===== src/rtl/lmu_pkg.sv =====
package lmu_pkg;
  typedef enum logic [1:0] {
    LMU_MUL_LO   = 2'b00,
    LMU_MUL_HI_S = 2'b01,
    LMU_MUL_HI_U = 2'b10,
    LMU_MADD     = 2'b11
  } lmu_op_e;
endpackage


===== src/rtl/lmu_rst_sync.sv =====
module lmu_rst_sync #(
  parameter int STAGES = 2
) (
  input  logic clk,
  input  logic arst_n,
  output logic srst_n
);
  logic [STAGES-1:0] sync_q;
  logic [STAGES-1:0] sync_d;

  always_comb begin
    sync_d = {sync_q[STAGES-2:0], 1'b1};
  end

  always_ff @(posedge clk or negedge arst_n) begin
    if (!arst_n) sync_q <= '0;
    else         sync_q <= sync_d;
  end

  assign srst_n = sync_q[STAGES-1];
endmodule


===== src/rtl/lmu_lane_mult.sv =====
module lmu_lane_mult #(
  parameter int LANE_W = 16,
  localparam int PROD_W = 2 * LANE_W
) (
  input  logic              clk,
  input  logic              rst_n,
  input  logic              en_i,
  input  logic              sgn_i,
  input  logic [LANE_W-1:0] a_i,
  input  logic [LANE_W-1:0] b_i,
  output logic [PROD_W-1:0] prod_o
);
  logic signed [PROD_W-1:0] a_x;
  logic signed [PROD_W-1:0] b_x;
  logic        [PROD_W-1:0] prod_d;
  logic        [PROD_W-1:0] prod_q;
  logic        [LANE_W-1:0] chk_lo;

  // Extending by the sign bit or by zero gives both signedness modes from one array.
  always_comb begin
    a_x = {{LANE_W{sgn_i & a_i[LANE_W-1]}}, a_i};
    b_x = {{LANE_W{sgn_i & b_i[LANE_W-1]}}, b_i};
  end

  always_comb begin
    prod_d = prod_q;
    if (en_i) prod_d = a_x * b_x;
  end

  always_ff @(posedge clk or negedge rst_n) begin
    if (!rst_n) prod_q <= '0;
    else        prod_q <= prod_d;
  end

  assign prod_o = prod_q;

  // A separate narrow unsigned product, used only by the check below.
  assign chk_lo = a_i * b_i;

  AST_LOW_SIGN_FREE: assert property (@(posedge clk) disable iff (!rst_n)
    en_i |=> (prod_q[LANE_W-1:0] == $past(chk_lo)));
endmodule


===== src/rtl/lmu_result_fmt.sv =====
module lmu_result_fmt
  import lmu_pkg::*;
#(
  parameter int LANE_W = 16,
  parameter int LANES  = 4,
  localparam int PROD_W = 2 * LANE_W,
  localparam int DATA_W = LANE_W * LANES,
  localparam int PAIRS  = LANES / 2
) (
  input  logic [1:0]              op_i,
  input  logic [LANES*PROD_W-1:0] prod_i,
  output logic [DATA_W-1:0]       res_o
);
  logic [DATA_W-1:0]       lo_v;
  logic [DATA_W-1:0]       hi_v;
  logic [PAIRS*PROD_W-1:0] madd_v;

  for (genvar l = 0; l < LANES; l++) begin : g_half
    assign lo_v[l*LANE_W +: LANE_W] = prod_i[l*PROD_W +: LANE_W];
    assign hi_v[l*LANE_W +: LANE_W] = prod_i[l*PROD_W + LANE_W +: LANE_W];
  end

  // Each sum wraps at the product width.
  for (genvar p = 0; p < PAIRS; p++) begin : g_pair
    assign madd_v[p*PROD_W +: PROD_W] =
      prod_i[(2*p)*PROD_W +: PROD_W] + prod_i[(2*p+1)*PROD_W +: PROD_W];
  end

  always_comb begin
    case (lmu_op_e'(op_i))
      LMU_MUL_LO:   res_o = lo_v;
      LMU_MUL_HI_S: res_o = hi_v;
      LMU_MUL_HI_U: res_o = hi_v;
      LMU_MADD:     res_o = madd_v;
      default:      res_o = lo_v;
    endcase
  end
endmodule


===== src/rtl/lmu_top.sv =====
module lmu_top
  import lmu_pkg::*;
#(
  parameter int LANE_W = 16,
  parameter int LANES  = 4,
  localparam int PROD_W = 2 * LANE_W,
  localparam int DATA_W = LANE_W * LANES
) (
  input  logic              clk,
  input  logic              rst_n,
  input  logic              in_valid,
  input  logic [1:0]        in_op,
  input  logic [DATA_W-1:0] in_a,
  input  logic [DATA_W-1:0] in_b,
  output logic              out_valid,
  output logic [DATA_W-1:0] out_data
);
  logic                      rst_s_n;
  logic                      mul_signed;
  logic [LANES*PROD_W-1:0]   prod_flat;
  logic [DATA_W-1:0]         fmt_res;

  logic                      s1_valid_d, s1_valid_q;
  logic [1:0]                s1_op_d, s1_op_q;
  logic                      out_valid_d, out_valid_q;
  logic [DATA_W-1:0]         out_data_d, out_data_q;

  lmu_rst_sync #(.STAGES(2)) u_rst_sync (
    .clk    (clk),
    .arst_n (rst_n),
    .srst_n (rst_s_n)
  );

  // Only the unsigned high half reads its operands as unsigned.
  assign mul_signed = (lmu_op_e'(in_op) != LMU_MUL_HI_U);

  for (genvar l = 0; l < LANES; l++) begin : g_lane
    lmu_lane_mult #(.LANE_W(LANE_W)) u_lane (
      .clk    (clk),
      .rst_n  (rst_s_n),
      .en_i   (in_valid),
      .sgn_i  (mul_signed),
      .a_i    (in_a[l*LANE_W +: LANE_W]),
      .b_i    (in_b[l*LANE_W +: LANE_W]),
      .prod_o (prod_flat[l*PROD_W +: PROD_W])
    );
  end

  lmu_result_fmt #(.LANE_W(LANE_W), .LANES(LANES)) u_fmt (
    .op_i   (s1_op_q),
    .prod_i (prod_flat),
    .res_o  (fmt_res)
  );

  always_comb begin
    s1_valid_d  = in_valid;
    s1_op_d     = in_valid ? in_op : s1_op_q;
    out_valid_d = s1_valid_q;
    out_data_d  = s1_valid_q ? fmt_res : out_data_q;
  end

  always_ff @(posedge clk or negedge rst_s_n) begin
    if (!rst_s_n) begin
      s1_valid_q  <= 1'b0;
      s1_op_q     <= '0;
      out_valid_q <= 1'b0;
      out_data_q  <= '0;
    end else begin
      s1_valid_q  <= s1_valid_d;
      s1_op_q     <= s1_op_d;
      out_valid_q <= out_valid_d;
      out_data_q  <= out_data_d;
    end
  end

  assign out_valid = out_valid_q;
  assign out_data  = out_data_q;

  AST_ISSUE_ADVANCE: assert property (@(posedge clk) disable iff (!rst_s_n)
    in_valid |=> s1_valid_q);
  AST_RESULT_ADVANCE: assert property (@(posedge clk) disable iff (!rst_s_n)
    s1_valid_q |=> out_valid);
  AST_NO_SPURIOUS_VALID: assert property (@(posedge clk) disable iff (!rst_s_n)
    !s1_valid_q |=> !out_valid);
  AST_RESULT_HOLD: assert property (@(posedge clk) disable iff (!rst_s_n)
    !s1_valid_q |=> $stable(out_data));
endmodule


===== config.mk =====
export PLATFORM = sky130hd
export DESIGN_NAME = lmu_top
export DESIGN_NICKNAME = d
export VERILOG_FILES = /design/src/rtl/lmu_pkg.sv /design/src/rtl/lmu_rst_sync.sv /design/src/rtl/lmu_lane_mult.sv /design/src/rtl/lmu_result_fmt.sv /design/src/rtl/lmu_top.sv
export SDC_FILE = /design/constraint.sdc
export NUM_CORES = 2
export LEC_CHECK = 0
export BUFFER_PORTS_ARGS = -buffer_cell sky130_fd_sc_hd__buf_2
export CAP_MARGIN = 20
export CORE_UTILIZATION = 50
export DETAILED_ROUTE_END_ITERATION = 6
export GPL_TIMING_DRIVEN = 1
export PLACE_DENSITY_LB_ADDON = 0.3
export SLEW_MARGIN = 20
export SYNTH_ARGS = -nofsm -noshare
export SYNTH_HDL_FRONTEND = slang
export SYNTH_SLANG_ARGS = --single-unit

===== constraint.sdc =====
create_clock -name clk -period 8.2 [get_ports clk]
set_clock_uncertainty 0.1 [all_clocks]
set_input_delay 0.41 -clock clk [delete_from_list [all_inputs] [get_ports clk]]
set_output_delay 0.41 -clock clk [all_outputs]
set_load 0.02 [all_outputs]

==> run summary <==
The first global-routing pass estimated 219 mm of wire. The period utilization works out to 0.932. The run finished, with violations left.

Portion of synthesized cell area occupied by the leading cell type: 0.425. Counting every instance in the synthesized netlist gives 5823. 198 I/O pins were placed. The met2 usage was 0.453; the setup slack after placement was 518 ps. The adder-cell share of the synthesized area was 0.517. The combinational family with the most area after synthesis was adder cells. Measured along the x axis, the die boundary spans 328 um. The multiplexer share of the synthesized area was 0.0217; the initial antenna violation count was 5. From bottom edge to top edge, the die measures 328 um. Relative to the synthesized area, the layout overhead comes to 5.27%. The critical path endpoint category is a register. The share of the synthesized area in compound gates (AO/OA/AOI/OAI) was 0.0839. The headroom to the max-slew limit is 0.346, and the number of DRC markers after the initial detailed-route iteration is 2180. The tools report the cell row count as 119. The xor-xnor portion of the synthesized cell area is 0.0311, and the number of distinct library cell variants in the gate-level netlist after synthesis is 82.

When the netlist entered floorplanning its net count stood at 7478. The register bit total from synthesis is 198, and the weighted congestion reported at the end of routability-driven placement is 0.912. The buffer depth of the longest clock path is 3, and the number of design rule violations left after detail routing is 24. The setup slack on the worst flop-to-flop path was 4740 ps.

Reported max-cap violation count: 0. The slowest stage of the critical path belongs to the cell sky130_fd_sc_hd__fa_1. The count of flip-flops with a built-in enable after synthesis is 0.

Sorting the synthesized cells by area gives the leading types as sky130_fd_sc_hd__fa_1 43%, sky130_fd_sc_hd__inv_1 9.5%, sky130_fd_sc_hd__dfrtp_1 9.3%. The share of flip-flops with an asynchronous set or reset after synthesis is 1.00. In the synthesized netlist the dominant register cell turns out to be sky130_fd_sc_hd__dfrtp_1. The worst setup path is launched from a primary input. The category of the critical setup timing path is in -> reg. Entering global routing, the biggest net connects 85 pins. The maximum fanout along the worst path was 19; the number of failing setup endpoints in the final timing report was 0.

Most repeated cell in the gate-level netlist after synthesis: sky130_fd_sc_hd__inv_1. The via count of the first global-routing pass came out at 42400. The total number of nets in the final design was 7489. For this design, the sink count on the clock tree is 198. Data on the critical path is required at its endpoint by 8500 ps.

For the pin with the worst max-slew slack, the measured transition is 981 ps. The basic-gate share of the synthesized area counting and, or, nand and nor cells was 0.142. For the number of H-tree levels, the log shows 4. The logs give 0.256 for the total routing resource utilization after global routing and 131 MHz for the maximum clock frequency. The worst hold path belongs to the class in -> reg. The arrival time at the worst endpoint came out at 7940 ps. TritonCTS built the clock tree. The count of final hold-check violations was 0. The synthesized design spends more area on one cell type than any other, namely sky130_fd_sc_hd__fa_1.

The routed layout has 39300 vias. The run gives 108 mm as the HPWL reported at the end of detailed placement. The mean routed wirelength per cell was 18.1 um. Setup total negative slack on the finished layout was measured at 0 ps. The tools report the sum of overflow across all layers after global routing as 0. The checks that failed: design-rule violations. The insertion delay to the later sink of the worst-skew pair is 510 ps, and the worst hold slack is 48.6 ps.

By instance count, the cell type seen most on the critical path is sky130_fd_sc_hd__fa_1. The tools report the core box area as 105000 um^2. The tools report the effective utilization at floorplan as 0.505. The first detailed-routing pass took 7 iterations. The sequential area share after synthesis was 0.0931. Input and output buffers added on the ports amount to 197. After synthesis, the most frequently instantiated cells are 1344 x sky130_fd_sc_hd__inv_1, 1130 x sky130_fd_sc_hd__fa_1, 713 x sky130_fd_sc_hd__nand2_1. Setup repair after global routing left no endpoint under its margin. The share of cells above drive strength 1 is 0.0699.

Averaged over all synthesized cells, the footprint is 9.14 um^2. CTS placed an instance of sky130_fd_sc_hd__clkbuf_16 at the clock tree root. The number of vias per cell was 5.43.

The final max-slew violation count is 0, and the global-route track usage on met1 is 0.326. After clock tree synthesis, the setup repair step added 0 buffers. The final layout contains routed wiring with a total length of 131 mm.

The register clock-pin slew on the reported worst setup and hold paths works out to 80 ps. The warning count from the yosys run is 0, and the met3 layer usage reported by global route is 0.0367. The minimum clock period after layout is 7640 ps, and the area enclosed by the die boundary is 108000 um^2.

Global routing's busiest layer: met2. Once detail routing completed, the nets flagged for antenna violations numbered 0. The critical path goes through dlygate4sd3_1 -> buf_2 -> nand2b_2 -> and2_1 -> nand2_1 -> inv_1 -> fa_1 -> inv_1 -> fa_1 -> inv_1 -> fa_1 -> fa_1 -> fa_1 -> fa_1 -> ha_1 -> nand3_1 -> nor4_2 -> o211ai_1 -> a211o_1 -> o21bai_1 -> a21oi_1 -> xnor2_1 -> mux2_2. Once routing completed, OpenROAD measured the worst setup slack at 560 ps. In this design, the stage delay of the slowest critical-path cell is 800 ps. In this run the cell area of the synthesized design comes to 53200 um^2.

The number of clock buffers added by TritonCTS is 25.
[metrics by stage]
step                 util  instances  cell area, um^2
floorplan               -       5823            53200
global placement    0.524       7196            55200
detailed placement  0.524       7196            55200
CTS                 0.531       7231            56000
global route        0.532       7233            56000
finish              0.532       7233            56000
[placed cells by master (no fill, tap or decap), types with 33 or more instances in the layout]
cell type                  instances
sky130_fd_sc_hd__a21oi_1         149
sky130_fd_sc_hd__nor3_1           42
sky130_fd_sc_hd__inv_1          1344
sky130_fd_sc_hd__xor2_1           47
sky130_fd_sc_hd__o21ai_0         182
sky130_fd_sc_hd__buf_2           196
sky130_fd_sc_hd__nor2_1          137
sky130_fd_sc_hd__nand3_1          35
sky130_fd_sc_hd__dfrtp_1         196
sky130_fd_sc_hd__a21o_1           59
sky130_fd_sc_hd__and3_1           40
sky130_fd_sc_hd__a211oi_1         33
sky130_fd_sc_hd__nand2_1         713
sky130_fd_sc_hd__mux2_2          100
sky130_fd_sc_hd__ha_1            390
sky130_fd_sc_hd__xnor2_1         142
sky130_fd_sc_hd__and2_1          466
sky130_fd_sc_hd__fa_1           1130
[layer usage]
metal | vias to the layer above | wire length (um)
met5 | - | 0
met4 | 0 | 3640
met3 | 202 | 7580
met2 | 1028 | 67600
met1 | 20400 | 52500
li1 | 17700 | -
[area by class of cell]
type | instances | area (um^2)
timing repair buffer | 216 | 1140
clock buffer | 26 | 639
fill | 9758 | 49400
clock inverter | 7 | 119
multi-input combinational | 4048 | 42400
sequential | 198 | 4960
inverter | 1345 | 5050
tap | 1391 | 1740
antenna | 2 | 5.00
[worst paths after layout]
path | start | to | depth (start not counted)
max | in_op[0] | g_lane[1].u_lane.prod_o[29] | 23
min in group asynchronous | rst_n | u_rst_sync.sync_q[1] | 2
max in group asynchronous | u_rst_sync.sync_q[1] | out_valid_d | 1
min reg2reg | u_rst_sync.sync_q[0] | u_rst_sync.sync_q[1] | 0
max reg2reg | g_lane[1].u_lane.prod_o[0] | out_data[20] | 11
min | in_op[1] | s1_op_q[1] | 3
[flip-flops by register name, indices dropped and copies added, names as in the netlist]
name,count
u_rst_sync.sync_q,2
g_lane.u_lane.prod_o,128
out_data,64
out_valid_d,1
s1_op_q,2
out_valid,1
[what timing repair did]
action | CTS | global route
hold buffers | 2 | 0
endpoints found under the setup margin | 0 | 2
resized for setup | 0 | 1
endpoints found under the hold margin | 3 | 0
[critical path: cells and delay by family]
kind | cells | cell delay, ps
and+or+nand+nor | 5 | 1610
muxes | 1 | 260
buffers and inverters | 5 | 1060
AOI/OAI and AO/OA | 4 | 780
xor gates and xnor gates | 1 | 130
adders and majority gates | 7 | 3660
[cell families (layout without fill, tap and decap cells)]
group,count (synthesis),after routing
compound gates,683,683
mux,103,103
fa+ha+maj,1522,1522
xor+xnor,189,189
flops,198,198
simple gates,1550,1550
other cells,1,3
buf+inv,1577,1594
Power is left out: the tool's default activity adds up to more than one toggle a clock period on the data nets, which glitch-free logic cannot reach.
